==> src/rtl/mshr_pkg.sv <==
package mshr_pkg;
  typedef enum logic [1:0] {
    ST_IDLE = 2'd0,
    ST_PEND = 2'd1,
    ST_FILL = 2'd2
  } ent_state_e;
endpackage

==> src/rtl/mshr_prio.sv <==
// lowest-index-wins priority picker
module mshr_prio #(
  parameter int N     = 4,
  parameter int IDX_W = $clog2(N)
) (
  input  logic [N-1:0]     req_i,
  output logic             any_o,
  output logic [IDX_W-1:0] idx_o
);
  always_comb begin
    any_o = 1'b0;
    idx_o = '0;
    for (int i = N - 1; i >= 0; i--) begin
      if (req_i[i]) begin
        any_o = 1'b1;
        idx_o = IDX_W'(i);
      end
    end
  end
endmodule

==> src/rtl/mshr_scoreboard.sv <==
module mshr_scoreboard #(
  parameter int NUM_REGS = 32,
  parameter int REG_W    = $clog2(NUM_REGS)
) (
  input  logic                clk_i,
  input  logic                rst_ni,
  input  logic                set_empty_i,
  input  logic [REG_W-1:0]    empty_reg_i,
  input  logic                set_full_i,
  input  logic [REG_W-1:0]    full_reg_i,
  output logic [NUM_REGS-1:0] empty_o
);
  logic [NUM_REGS-1:0] empty_q;

  always_ff @(posedge clk_i or negedge rst_ni) begin
    if (!rst_ni) begin
      empty_q <= '0;
    end else begin
      if (set_full_i)  empty_q[full_reg_i]  <= 1'b0;
      if (set_empty_i) empty_q[empty_reg_i] <= 1'b1;
    end
  end

  assign empty_o = empty_q;
endmodule

==> src/rtl/mshr_entry.sv <==
module mshr_entry import mshr_pkg::*; #(
  parameter int LINE_W = 26,
  parameter int WORDS  = 4,
  parameter int DATA_W = 32,
  parameter int REG_W  = 5,
  parameter int WIDX_W = $clog2(WORDS)
) (
  input  logic                    clk_i,
  input  logic                    rst_ni,
  input  logic                    alloc_i,
  input  logic                    add_i,
  input  logic [LINE_W-1:0]       line_i,
  input  logic [WIDX_W-1:0]       word_i,
  input  logic [REG_W-1:0]        reg_i,
  input  logic                    fill_i,
  input  logic [WORDS*DATA_W-1:0] fill_data_i,
  input  logic                    wb_clr_i,
  input  logic [WIDX_W-1:0]       wb_word_i,
  output logic                    pend_o,
  output logic                    filled_o,
  output logic [LINE_W-1:0]       line_o,
  output logic [WORDS-1:0]        wait_o,
  output logic [WORDS*REG_W-1:0]  tags_o,
  output logic [WORDS*DATA_W-1:0] data_o
);
  ent_state_e              state_q, state_d;
  logic [WORDS-1:0]        wait_q, wait_d;
  logic [LINE_W-1:0]       line_q;
  logic [REG_W-1:0]        tag_q [WORDS];
  logic [WORDS*DATA_W-1:0] data_q;
  logic                    take_fill;

  assign take_fill = fill_i && (state_q == ST_PEND);

  always_comb begin
    state_d = state_q;
    wait_d  = wait_q;
    if (alloc_i) begin
      state_d         = ST_PEND;
      wait_d          = '0;
      wait_d[word_i]  = 1'b1;
    end else begin
      if (add_i)     wait_d[word_i] = 1'b1;
      if (take_fill) state_d = ST_FILL;
      if (wb_clr_i) begin
        wait_d[wb_word_i] = 1'b0;
        if (wait_d == '0) state_d = ST_IDLE;
      end
    end
  end

  always_ff @(posedge clk_i or negedge rst_ni) begin
    if (!rst_ni) begin
      state_q <= ST_IDLE;
      wait_q  <= '0;
      line_q  <= '0;
      data_q  <= '0;
      for (int w = 0; w < WORDS; w++) tag_q[w] <= '0;
    end else begin
      state_q <= state_d;
      wait_q  <= wait_d;
      if (alloc_i) line_q <= line_i;
      if (alloc_i || add_i) tag_q[word_i] <= reg_i;
      if (take_fill) data_q <= fill_data_i;
    end
  end

  assign pend_o   = (state_q == ST_PEND);
  assign filled_o = (state_q == ST_FILL);
  assign line_o   = line_q;
  assign wait_o   = wait_q;
  assign data_o   = data_q;

  for (genvar w = 0; w < WORDS; w++) begin : g_tag
    assign tags_o[w*REG_W +: REG_W] = tag_q[w];
  end
endmodule

==> src/rtl/mshr_table.sv <==
module mshr_table #(
  parameter int LINE_W   = 26,
  parameter int WORDS    = 4,
  parameter int DATA_W   = 32,
  parameter int NUM_REGS = 32,
  parameter int ENTRIES  = 4,
  parameter int ID_W     = $clog2(ENTRIES),
  parameter int WIDX_W   = $clog2(WORDS),
  parameter int REG_W    = $clog2(NUM_REGS)
) (
  input  logic                    clk_i,
  input  logic                    rst_ni,
  input  logic                    miss_valid_i,
  input  logic [LINE_W-1:0]       miss_line_i,
  input  logic [WIDX_W-1:0]       miss_word_i,
  input  logic [REG_W-1:0]        miss_reg_i,
  output logic                    miss_accept_o,
  output logic                    req_valid_o,
  output logic [LINE_W-1:0]       req_line_o,
  output logic [ID_W-1:0]         req_id_o,
  input  logic                    fill_valid_i,
  input  logic [ID_W-1:0]         fill_id_i,
  input  logic [WORDS*DATA_W-1:0] fill_data_i,
  output logic                    wb_valid_o,
  output logic [REG_W-1:0]        wb_reg_o,
  output logic [DATA_W-1:0]       wb_data_o,
  input  logic [REG_W-1:0]        query_reg_i,
  output logic                    query_busy_o
);
  localparam int SLOTS = ENTRIES * WORDS;
  localparam int SLOT_W = ID_W + WIDX_W;

  logic [ENTRIES-1:0]              ent_pend, ent_filled, ent_busy, ent_free;
  logic [ENTRIES-1:0]              hit_pend, hit_fill;
  logic [ENTRIES*LINE_W-1:0]       line_all;
  logic [SLOTS-1:0]                wait_all, ready_all;
  logic [SLOTS*REG_W-1:0]          tags_all;
  logic [ENTRIES*WORDS*DATA_W-1:0] data_all;
  logic [NUM_REGS-1:0]             sb_empty;

  logic              any_hit, any_free, wb_any;
  logic [ID_W-1:0]   hit_idx, free_idx, tgt;
  logic [SLOT_W-1:0] wb_slot, tgt_slot;
  logic [ID_W-1:0]   wb_entry;
  logic [WIDX_W-1:0] wb_word;
  logic              do_alloc, do_merge, accept;

  // per-record state
  for (genvar e = 0; e < ENTRIES; e++) begin : g_ent
    mshr_entry #(
      .LINE_W(LINE_W), .WORDS(WORDS), .DATA_W(DATA_W), .REG_W(REG_W)
    ) u_ent (
      .clk_i       (clk_i),
      .rst_ni      (rst_ni),
      .alloc_i     (do_alloc && (tgt == ID_W'(e))),
      .add_i       (do_merge && (tgt == ID_W'(e))),
      .line_i      (miss_line_i),
      .word_i      (miss_word_i),
      .reg_i       (miss_reg_i),
      .fill_i      (fill_valid_i && (fill_id_i == ID_W'(e))),
      .fill_data_i (fill_data_i),
      .wb_clr_i    (wb_any && (wb_entry == ID_W'(e))),
      .wb_word_i   (wb_word),
      .pend_o      (ent_pend[e]),
      .filled_o    (ent_filled[e]),
      .line_o      (line_all[e*LINE_W +: LINE_W]),
      .wait_o      (wait_all[e*WORDS +: WORDS]),
      .tags_o      (tags_all[e*WORDS*REG_W +: WORDS*REG_W]),
      .data_o      (data_all[e*WORDS*DATA_W +: WORDS*DATA_W])
    );

    assign ent_busy[e] = ent_pend[e] | ent_filled[e];
    assign ent_free[e] = ~ent_busy[e];
    assign hit_pend[e] = ent_pend[e]   && (line_all[e*LINE_W +: LINE_W] == miss_line_i);
    assign hit_fill[e] = ent_filled[e] && (line_all[e*LINE_W +: LINE_W] == miss_line_i);
    assign ready_all[e*WORDS +: WORDS] = ent_filled[e] ? wait_all[e*WORDS +: WORDS] : '0;
  end

  mshr_prio #(.N(ENTRIES)) u_hit_pick (
    .req_i (hit_pend), .any_o (any_hit), .idx_o (hit_idx)
  );

  mshr_prio #(.N(ENTRIES)) u_free_pick (
    .req_i (ent_free), .any_o (any_free), .idx_o (free_idx)
  );

  // lowest record first, then lowest word inside it
  mshr_prio #(.N(SLOTS)) u_wb_pick (
    .req_i (ready_all), .any_o (wb_any), .idx_o (wb_slot)
  );

  assign wb_entry = wb_slot[WIDX_W +: ID_W];
  assign wb_word  = wb_slot[WIDX_W-1:0];

  // miss decision
  always_comb begin
    do_alloc = 1'b0;
    do_merge = 1'b0;
    accept   = 1'b0;
    tgt      = any_hit ? hit_idx : free_idx;
    tgt_slot = {tgt, miss_word_i};
    if (miss_valid_i && !sb_empty[miss_reg_i]) begin
      if (any_hit) begin
        if (!wait_all[tgt_slot]) begin
          do_merge = 1'b1;
          accept   = 1'b1;
        end
      end else if (!(|hit_fill) && any_free) begin
        do_alloc = 1'b1;
        accept   = 1'b1;
      end
    end
  end

  assign miss_accept_o = accept;

  mshr_scoreboard #(.NUM_REGS(NUM_REGS)) u_sb (
    .clk_i       (clk_i),
    .rst_ni      (rst_ni),
    .set_empty_i (accept),
    .empty_reg_i (miss_reg_i),
    .set_full_i  (wb_any),
    .full_reg_i  (wb_reg_o),
    .empty_o     (sb_empty)
  );

  always_ff @(posedge clk_i or negedge rst_ni) begin
    if (!rst_ni) begin
      req_valid_o <= 1'b0;
      req_line_o  <= '0;
      req_id_o    <= '0;
    end else begin
      req_valid_o <= do_alloc;
      if (do_alloc) begin
        req_line_o <= miss_line_i;
        req_id_o   <= tgt;
      end
    end
  end

  assign wb_valid_o   = wb_any;
  assign wb_reg_o     = tags_all[wb_slot*REG_W +: REG_W];
  assign wb_data_o    = data_all[wb_slot*DATA_W +: DATA_W];
  assign query_busy_o = sb_empty[query_reg_i];
endmodule

==> config.mk <==
export PLATFORM = sky130hd
export DESIGN_NAME = mshr_table
export DESIGN_NICKNAME = d
export VERILOG_FILES = /design/src/rtl/mshr_pkg.sv /design/src/rtl/mshr_prio.sv /design/src/rtl/mshr_scoreboard.sv /design/src/rtl/mshr_entry.sv /design/src/rtl/mshr_table.sv
export SDC_FILE = /design/constraint.sdc
export NUM_CORES = 1
export LEC_CHECK = 0
export BUFFER_PORTS_ARGS = -buffer_cell sky130_fd_sc_hd__buf_2
export CAP_MARGIN = 15
export CORE_MARGIN = 2
export CORE_UTILIZATION = 47
export DETAILED_ROUTE_END_ITERATION = 16
export MAX_ROUTING_LAYER = met4
export PLACE_DENSITY = 0.72
export SETUP_SLACK_MARGIN = 0.3
export SLEW_MARGIN = 10
export SYNTH_ARGS = -nofsm -noshare
export SYNTH_HDL_FRONTEND = slang
export SYNTH_SLANG_ARGS = --single-unit
==> constraint.sdc <==
create_clock -name clk_i -period 5.4 [get_ports clk_i]
set_clock_uncertainty 0.1 [all_clocks]
set_input_delay 0.54 -clock clk_i [delete_from_list [all_inputs] [get_ports clk_i]]
set_output_delay 0.54 -clock clk_i [all_outputs]
set_load 0.005 [all_outputs]
======== After elaboration in Yosys (flattened, before gate mapping) ========
Index checks and enable logic that the tools add are counted.
cells by class
  multiply operators ...................... 1
  order comparisons ....................... 12
  equal/unequal tests ..................... 21
  shifts and indexed selects .............. 2
  multiplexer cells ....................... 115
  bitwise logic cells ..................... 17
  reductions and logical operators ........ 49
operators with widths
  kind                   number
  $shiftx A512 B10 Y32   1
  $mux W4                36
  $eq A26 B26 Y1         4
  $bwmux W20             4
  $shiftx A80 B8 Y5      1
  $mux W32               2
  $mux W2                25
  $mux W1                39
  $logic_and A1 B1 Y1    35
  $and A32 B32 Y32       1
  $not A32 Y32           1
  $or A32 B32 Y32        1
  $eq A2 B2 Y1 const B   10
  $lt A5 B6 Y1 const B   3
  $and A4 B4 Y4          4
  $logic_not A4 Y1       4
  $or A4 B4 Y4           4
  $eq A2 B1 Y1 const B   7
  $bmux W1 S5            2
  $demux W1 S5           2
  $demux W5 S2           1
  $ge A5 B1 Y1 const B   2
  $mul A4 B3 Y7 const B  1
  $logic_not A2 Y1       3
  other kinds (14)       24
storage, ports and cells
  flip-flop bits (word level) ............. 781
  input port bits ......................... 172
  output and inout port bits .............. 69
  logic and storage cells ................. 253

======== Longest topological paths before layout ========
Gate-level depths: netlist (run 1).
  depth after elaboration ................. 29
  mapped depth ............................ 15

======== Modules after synthesis ========
A second synthesis (run 1) with hierarchy kept.
second synthesis, totals
  cell total of the unflattened synthesis .. 2416
  area, all modules ....................... 38270.5 um^2
modules (own cells, without submodules)
  module                            times used  cells an instance  area an instance (um^2)  sequential area each (um^2)
  mshr_entry at g_ent[1].u_ent ...  2           418                7354.6                   4504.3
  mshr_table                        1           572                7791.2                   725.7
  mshr_entry at g_ent[3].u_ent      1           421                7338.3                   4504.3
  mshr_entry at g_ent[0].u_ent      1           416                6870.3                   4504.3
  mshr_scoreboard                   1           124                1312.5                   800.8
  mshr_prio at u_wb_pick            1           33                 178.9                    0.0
  mshr_prio at u_free_pick ...      2           7                  35.0                     0.0

======== Least setup slack after synthesis (run 1) ========
OpenSTA, ideal clock, no wires.
  path kind ............................... input-to-reg
  start ................................... input port miss_reg_i[0]
  end ..................................... register g_ent[2].u_ent.tag_q, in the netlist g_ent[2].u_ent.tags_o[15]
  arrival ................................. 3.666 ns
  required time ........................... 5.175 ns
  path slack .............................. 1.509 ns
  stages on the path ...................... 11
  buffers on the path ..................... 2
  cells stage by stage .................... buf_2 > mux4_2 > mux4_2 > nand2_1 > nand4b_2 > nor4b_4 > inv_2 > or3_4 > buf_4 > a21oi_4 > mux2_2
on the way
  cells in the longest elaborated chain, start to end .. 7
ends and longest elaborated chain
  item                                    line                                text
  start, declared                         mshr_table.sv:16                    input logic [REG_W-1:0] miss_reg_i,
  $bmux W1 S5                             mshr_table.sv:102                   if (miss_valid_i && !sb_empty[miss_reg_i]) begin
  $mux W1 (not written as such)           mshr_table.sv:102
  $logic_not A1 Y1                        mshr_table.sv:102
  $logic_and A1 B1 Y1                     mshr_table.sv:102
  $mux W1                                 mshr_table.sv:102
  $logic_and A1 B1 Y1 (on tied branches)  mshr_table.sv:55, mshr_table.sv:56
  $logic_or A1 B1 Y1                      mshr_entry.sv:63                    if (alloc_i || add_i) tag_q[word_i] <= reg_i;
  end signal, assigned by index           mshr_entry.sv:63
  end, declared                           mshr_entry.sv:29                    logic [REG_W-1:0] tag_q [WORDS];
Several ways; a longest one is shown, not always the timed one. The select of a mux whose other input is x is not followed.
A chain may end at the register's enable or synchronous reset.

======== Worst setup path in the final report (run 1) ========
  start ................................... register g_ent[2].u_ent.state_q[0]
  end ..................................... output port wb_reg_o[2]
on the way
  cells in the longest elaborated chain, start to end .. 16
ends and longest elaborated chain
  item                      line               text
  start, declared           mshr_entry.sv:26   ent_state_e state_q, state_d;
  start signal, assigned    mshr_entry.sv:60   state_q <= state_d;
  $eq A2 B2 Y1 (*)          mshr_entry.sv:69   assign filled_o = (state_q == ST_FILL);
  $mux W4 (*)               mshr_table.sv:76   assign ready_all[e*WORDS +: WORDS] = ent_filled[e] ? wait_all[e*WORDS +: WORDS] : '0;
  $mux W4 (3 in a row)      mshr_prio.sv:14    if (req_i[i]) begin
  $mux W4 (*) (9 in a row)  mshr_prio.sv:14
  $mul A4 B3 Y7 (*)         mshr_table.sv:142  assign wb_reg_o = tags_all[wb_slot*REG_W +: REG_W];
  $shiftx A80 B8 Y5 (*)     mshr_table.sv:142
  end, declared             mshr_table.sv:25   output logic [REG_W-1:0] wb_reg_o,
Mark *: on every way between the ends. The rest lies on a longest branch, timed or not.

==> results by group, run 1 <==
Outcome
  • Run status: complete, no violations

Synthesis
  • Top post-synthesis cells by area: dfrtp_1 (52%), mux2_2 (21%), nand2_1 (6.4%)
  • Main synth FF type: dfrtp_1
  • Area leader, netlist: dfrtp_1
  • Fraction of registers with async set/reset: 100%
  • Top cell type's share of synthesized area: 52.2%
  • Post-synth EDFFs: 0
  • XOR/XNOR share of the synthesized area: 2.48%
  • Cell count after synthesis: 3,366
  • Synth Area per Inst: 11.1 um^2
  • Compound-Gate Fraction of Synth Area: 9.38%
  • Largest family of logic cells by synthesized area: multiplexers
  • Most frequent cells after synthesis: dfrtp_1 (781), mux2_2 (700), nand2_1 (637), a21oi_1 (276), clkbuf_1 (183)
  • Adder-Cell Fraction of Synth Area: 0.267%
  • Mux cell area share after synthesis: 22.8%
  • Warnings, synthesis: 0
  • Post-Synthesis Cell Area: 0.0374 mm^2
  • Post-synthesis sequential area ratio: 52.2%
  • Most frequent cell after synthesis: dfrtp_1
  • Unique masters post-synth: 73
  • Post-Synth Simple-Gate Area: 9.95%
  • Syn nets: 3,546
  • Synthesis-stage register bit count: 781

Critical path
  • CP Data Required Time: 4760 ps
  • Worst setup EP type: output port
  • Crit Path Max Fanout: 134
  • Critical path startpoint category: flop
  • R2R Setup Slk: 850 ps
  • Crit. Startpoint: g_ent[2].u_ent.state_q[0]
  • Critical Path AT: 4230 ps
  • Worst flop-to-flop path endpoint: u_sb.empty_o[15]
  • Setup crit end: wb_reg_o[2]
  • Critical setup path kind: reg2out
  • R2r startpoint: g_ent[2].u_ent.state_q[0]
  • R2R depth: 13

Route
  • Vias per cell: 5.84
  • Final WL: 105,000 um
  • Residual DRC: 0
  • DRT antenna net count: 0
  • DR WL/cell: 22.7 um
  • Pre-antenna DRT Iters: 9
  • DR iter-0 viols: 2,082
  • Routed via count: 27,057

Timing
  • Final hold violations: 0
  • Worst Tran Pin Value: 1020 ps
  • Slew Viols, Final: 0
  • Fmax: 0.205 GHz
  • RSZ-0062 raised after global routing: yes
  • Final period utilization: 90.2%
  • Fin crit period: 4870 ps
  • Worst slew margin: 30.8%
  • Final setup vio count: 0
  • Final TNS setup: 0 ps

Clocking
  • Clock transition at path regs: 60 ps
  • H-tree Lvls: 3
  • CTS buffer count: 84
  • Root Buffer: clkbuf_16
  • Clock Latency Late Sink: 640 ps
  • Clock Sinks: 781
  • Max Buffers Root-to-Sink: 3
  • CTS tree: yes

Power and ir drop
  • Seq pwr share: 37.1%
  • Sw Pwr: 10.6 mW
  • Leak: 18.4 nW
  • Clock power share: 20.9%
  • Power Total: 27.9 mW
  • Switch share: 37.8%
  • VDD IR max: 0.000437 V
  • Power density over the cells: 655 mW/mm^2
  • Combinational Power Share: 41.9%
  • Cell Int Power: 17.3 mW

GRT
  • Number of global-route vias before repair: 27,896
  • First-pass GRT wire length: 163,000 um
  • Tot GR Track Use: 26.5%
  • GRT overflow: 0
  • Largest net degree at the start of global routing: 136
  • Initial antenna violation count: 45

Die
  • Row count: 103
  • Core Region: 0.0789 mm^2
  • Die Ht: 286 um
  • Initial core utilization: 47.4%
  • Area of the die: 0.0819 mm^2
  • Die W: 286 um
  • # IOs: 241

Place
  • Post-placement cell area: 0.0396 mm^2
  • Port Buffers: 240
  • Hpwl dp: 67,600 um
  • Routability cong.: 0.940

Layout
  • Final Instance Area: 0.0426 mm^2
  • Share of layout cells above drive strength 1: 33.9%
  • Nets: 3,683
  • Area delta synth->final: 13.7%

Flow run
  • MaxCap Viol Count: 0

Min path
  • HP Class: in2reg
==> power by group through the flow <==
stage	logic (mW)	registers (mW)	clock network, mW
final	11.7	10.4	5.83
after global routing	12.7	10.7	6.16
after CTS	11.6	10.3	5.92
after detailed placement	11.4	10.4	0
after global placement	11.2	10.3	0
after floorplan	7.76	9.93	0
==> timing repair <==
item,CTS,global route
buffers inserted,2,7
setup endpoints to repair,11,19
gates resized for setup,0,3
pin swaps,2,2
gates cloned,2,0
endpoints found under the hold margin,81,0
hold buffers,1,0
==> layer usage <==
| metal | global-route usage (%) | vias to the layer above | share of wire (%) | wire length, um |
|---|---|---|---|---|
| met2 | 43.3 | 944 | 49 | 51700 |
| met4 | 11.0 | 0 | 4.4 | 4570 |
| met3 | 5.82 | 321 | 7.1 | 7470 |
| met1 | 31.7 | 13653 | 39 | 41300 |
| li1 | - | 12139 | - | - |
| met5 | - | - | 0 | 0 |
==> flip-flops by register name, indices dropped and copies added (netlist names) <==
register             flops
g_ent.u_ent.data_o     512
g_ent.u_ent.line_o     104
g_ent.u_ent.tags_o      80
u_sb.empty_o            32
req_line_o              26
g_ent.u_ent.wait_o      16
g_ent.u_ent.state_q      8
req_id_o                 2
req_valid_o              1
==> critical path, stage by stage (launching register included) <==
cell and delay (ps):
dfrtp_1 380, inv_1 50, ha_1 310, a221o_1 460
a211o_1 460, buf_4 250, nand2_4 70, buf_12 480
nand2_1 140, and3_1 220, o311ai_4 520, buf_2 220
==> layout make-up <==
| cell class | count | area (um^2) |
|---|---|---|
| fillers | 6687 | 36300 |
| flip-flops and latches | 781 | 19500 |
| multi-input cells | 2319 | 17000 |
| clock buffers | 112 | 2400 |
| repair buffers | 301 | 1850 |
| well taps | 1050 | 1310 |
| clock inverters | 33 | 392 |
| inverters | 16 | 60.1 |
| diodes | 20 | 50.0 |
==> through the flow <==
step	cells	hold slack (ps)	util [%]	setup slack [ps]
final	4632	83.3	54.0	527
after global routing	4629	69.0	54.0	248
after global placement	4454	379	50.2	858
after detailed placement	4454	384	50.2	636
after CTS	4604	57.2	53.8	307
after floorplan	3366	144	-	1510
==> cells in the final DEF, fill, tap and decap left out, drive strengths merged, types with 5 or more instances in the layout <==
cell type and instances:
xnor2 106, ha 8, buf 299, nand2b 15, a32oi 8, mux2 705
o21ai 175, a31oi 6, or3 9, nand3 33, a41o 5, o211ai 9
and3 9, bufinv 7, mux4 23, mux2i 9, inv 20, nor2b 11
a22oi 6, nand2 637, a21oi 280, dfrtp 781, nand4 63, nor4 5
a32o 12, o21a 24, nand3b 5, o31ai 5, clkinv 18, a31o 17
clkbuf 113, diode 20, and3b 5, o22ai 16, nor3 13, nor2 48
==> logic make-up after synthesis <==
kind of cell / count (synthesis)
compound gates: 599
xor+xnor: 106
fa+ha+maj: 8
buf+inv: 268
flops: 781
mux: 737
simple gates: 867
==> worst min path at each step <==
stage / startpoint / to / slack, ps / cells past startpoint
6_report: fill_data_i[50] / g_ent[3].u_ent.data_o[50] / 80 / 2
3_3_place_gp: g_ent[0].u_ent.line_o[12] / g_ent[0].u_ent.line_o[12] / 380 / 2
5_1_grt: fill_data_i[34] / g_ent[3].u_ent.data_o[34] / 70 / 2
2_1_floorplan: rst_ni / g_ent[0].u_ent.data_o[0] / 140 / 0
3_5_place_dp: g_ent[0].u_ent.line_o[24] / g_ent[0].u_ent.line_o[24] / 380 / 2
4_1_cts: fill_data_i[27] / g_ent[3].u_ent.data_o[27] / 60 / 2
Note: power is estimated with default switching activity, not from simulation.
==> inputs of run 2 (changes only) <==
ABC_AREA = 1   (was default)
==> results by group, run 2 <==
Route
  • Metal-1 WL: 46,100 um
  • Routed via count: 31,911
  • DR iter-0 viols: 3,121
  • Residual DRC: 0
  • Met2 routed WL: 48,100 um
  • Vias per cell: 5.56
  • DRT antenna net count: 0
  • Final WL: 105,000 um
  • Met3 routed WL: 8120 um
  • Pre-antenna DRT Iters: 6
  • DR WL/cell: 18.3 um
  • Top layer in use: met4

Timing
  • Fin crit period: 4840 ps
  • RSZ-0062 raised after global routing: no
  • Final period utilization: 89.7%
  • Final hold violations: 0
  • Final setup vio count: 0
  • Final TNS setup: 0 ps
  • Worst Tran Pin Value: 1440 ps
  • Fmax: 0.206 GHz
  • Worst slew margin: 3.75%
  • Slew Viols, Final: 0

Critical path
  • Critical Path AT: 4200 ps
  • Critical setup path kind: reg2out
  • Critical path startpoint category: flop
  • Worst setup EP type: output port
  • Slowest-stage cell, CP: buf_4
  • R2R Setup Slk: 1040 ps
  • CP Data Required Time: 4760 ps
  • Crit Path Max Fanout: 31
  • Cells along the critical path: inv_1 -> ha_1 -> nand2_1 -> nand2_1 -> nor2_1 -> inv_1 -> nor3_1 -> inv_1 -> nor2_4 -> buf_4 -> nand2_1 -> o2111ai_1 -> buf_2
  • Critical path's largest stage delay: 590 ps

Min path
  • HP Class: in2reg

Layout
  • Area delta synth->final: 13.3%
  • Max reg flops: 512
  • Share of layout cells above drive strength 1: 11.0%
  • Most frequent cells in the layout: nand2_1 (1,362), dfrtp_1 (781), o21ai_0 (620), nand3_1 (534), inv_1 (264)
  • Most common cell after layout, fill and taps aside: nand2_1
  • Post-Layout Cell Count: 5,739
  • Nets: 4,812

Power and ir drop
  • Leak: 20.2 nW
  • VDD IR max: 0.000185 V
  • Power Total: 12.6 mW
  • Power density over the cells: 300 mW/mm^2

Die
  • Core Region: 0.0777 mm^2
  • Die Ht: 285 um
  • Die W: 285 um
  • Row count: 102
  • Area of the die: 0.0810 mm^2
  • # IOs: 241
  • Initial core utilization: 47.6%

Synthesis
  • Most frequent cell after synthesis: nand2_1
  • Post-synth EDFFs: 0
  • Top cell type's share of synthesized area: 52.8%
  • Post-synthesis sequential area ratio: 52.8%
  • Main synth FF type: dfrtp_1
  • Synth Area per Inst: 8.10 um^2
  • Top post-synthesis cells by area: dfrtp_1 (53%), nand2_1 (14%), o21ai_0 (8.4%)
  • Post-Synthesis Cell Area: 0.0370 mm^2
  • Most frequent cells after synthesis: nand2_1 (1,363), dfrtp_1 (781), o21ai_0 (621), nand3_1 (538), inv_1 (266)
  • Synthesis-stage register bit count: 781
  • Syn nets: 4,750
  • Warnings, synthesis: 0
  • Unique masters post-synth: 45
  • Area leader, netlist: dfrtp_1
  • Fraction of registers with async set/reset: 100%
  • Cell count after synthesis: 4,570

GRT
  • GRT overflow: 0
  • Initial antenna violation count: 4
  • Number of global-route vias before repair: 30,716
  • Tot GR Track Use: 26.7%
  • First-pass GRT wire length: 170,000 um
  • Largest net degree at the start of global routing: 259

Place
  • Hpwl dp: 65,500 um
  • Routability cong.: 0.913
  • Port Buffers: 240
  • Inst Count DP: 5,583

Clocking
  • Clock Sinks: 781
  • Max Buffers Root-to-Sink: 3
  • CTS tree: yes
  • CTS buffer count: 86
  • Setup Buffers After CTS: 0
  • H-tree Lvls: 3
  • Clock transition at path regs: 60 ps
  • Root Buffer: clkbuf_16
  • Clock Latency Late Sink: 630 ps

Outcome
  • Run status: complete, no violations

Flow run
  • MaxCap Viol Count: 0
-- run 2: changes by cell type in the layout (fill, tap and decap cells not counted), moves of 28 or more --
cell,delta
xnor2_1,-80
nand2_1,+727
inv_1,+249
inv_2,+28
nor2_1,+95
nand4_1,+79
a21oi_1,-187
mux2_2,-700
xor2_1,+40
o21ai_1,+30
o2111ai_1,+28
o22ai_1,+28
o21ai_0,+449
nand3_1,+502
-- run 2: final cells by class --
class | count | area, um^2
Timing Repair Buffer | 289 | 1800
Fill cell | 7205 | 35800
Sequential cell | 781 | 19500
Multi-Input combinational cell | 3177 | 15100
Antenna cell | 3 | 7.51
Clock buffer | 116 | 2480
Clock inverter | 36 | 564
Tap cell | 1040 | 1300
Inverter | 297 | 1120
-- run 2: final timing paths --
path / from / to / cells past startpoint
max in group asynchronous: rst_ni / g_ent[1].u_ent.data_o[27] / 3
min: fill_data_i[111] / g_ent[2].u_ent.data_o[111] / 3
min in group asynchronous: rst_ni / req_line_o[9] / 2
max reg2reg: g_ent[0].u_ent.state_q[0] / u_sb.empty_o[19] / 19
min reg2reg: req_line_o[3] / req_line_o[3] / 2
max: g_ent[0].u_ent.state_q[0] / wb_data_o[4] / 13
-- run 2: where the power goes --
part | total [mW] | switching (mW) | internal (mW)
registers | 5.85 | 0 | 5.85
clock network | 6.30 | 2.42 | 3.88
logic | 0.433 | 0.330 | 0.104
-- run 2: kinds of logic (layout without fill, tap and decap cells) --
| kind of cell | count (synthesis) | count (layout) | synth area share [%] |
|---|---|---|---|
| adders and majority gates | 8 | 8 | 0.270 |
| other | 0 | 3 | 0 |
| muxes | 3 | 3 | 0.0811 |
| DFF | 781 | 781 | 52.8 |
| AOI/OAI and AO/OA | 860 | 860 | 12.4 |
| buffers and inverters | 612 | 738 | 6.70 |
| and+or+nand+nor | 2240 | 2240 | 26.1 |
| xor gates and xnor gates | 66 | 66 | 1.56 |
-- run 2: stage by stage --
step | setup WS (ps) | cell area, um^2 | utilization [%] | hold WS, ps
after detailed placement | 1110 | 38900 | 50.0 | 361
after global routing | 333 | 41900 | 53.9 | 128
final | 557 | 41900 | 53.9 | 124
after global placement | 1150 | 38900 | 50.0 | 359
after floorplan | 2310 | 37000 | - | 144
after CTS | 511 | 41900 | 53.9 | 95.1
-- run 2: layer usage --
| metal | GRT usage, % | vias to the layer above |
|---|---|---|
| met2 | 40.6 | 1231 |
| met1 | 36.8 | 15189 |
| li1 | - | 15302 |
| met5 | - | - |
| met4 | 8.39 | 0 |
| met3 | 4.15 | 189 |
-- run 2: repair_timing --
action / CTS / global route
hold buffers: 1 / 0
endpoints found under the hold margin: 100 / 0
resized for setup: 0 / 1
endpoints found under the setup margin: 0 / 2
-- run 2: worst max-delay path, delay by kind of cell, from the launching register on --
kind | cells | cell delay [ps]
buffers and inverters | 5 | 1280
AO/OA/AOI/OAI | 1 | 330
adder cells (fa/ha/maj) | 1 | 290
AND/OR/NAND/NOR | 6 | 1240
flip-flops | 1 | 390
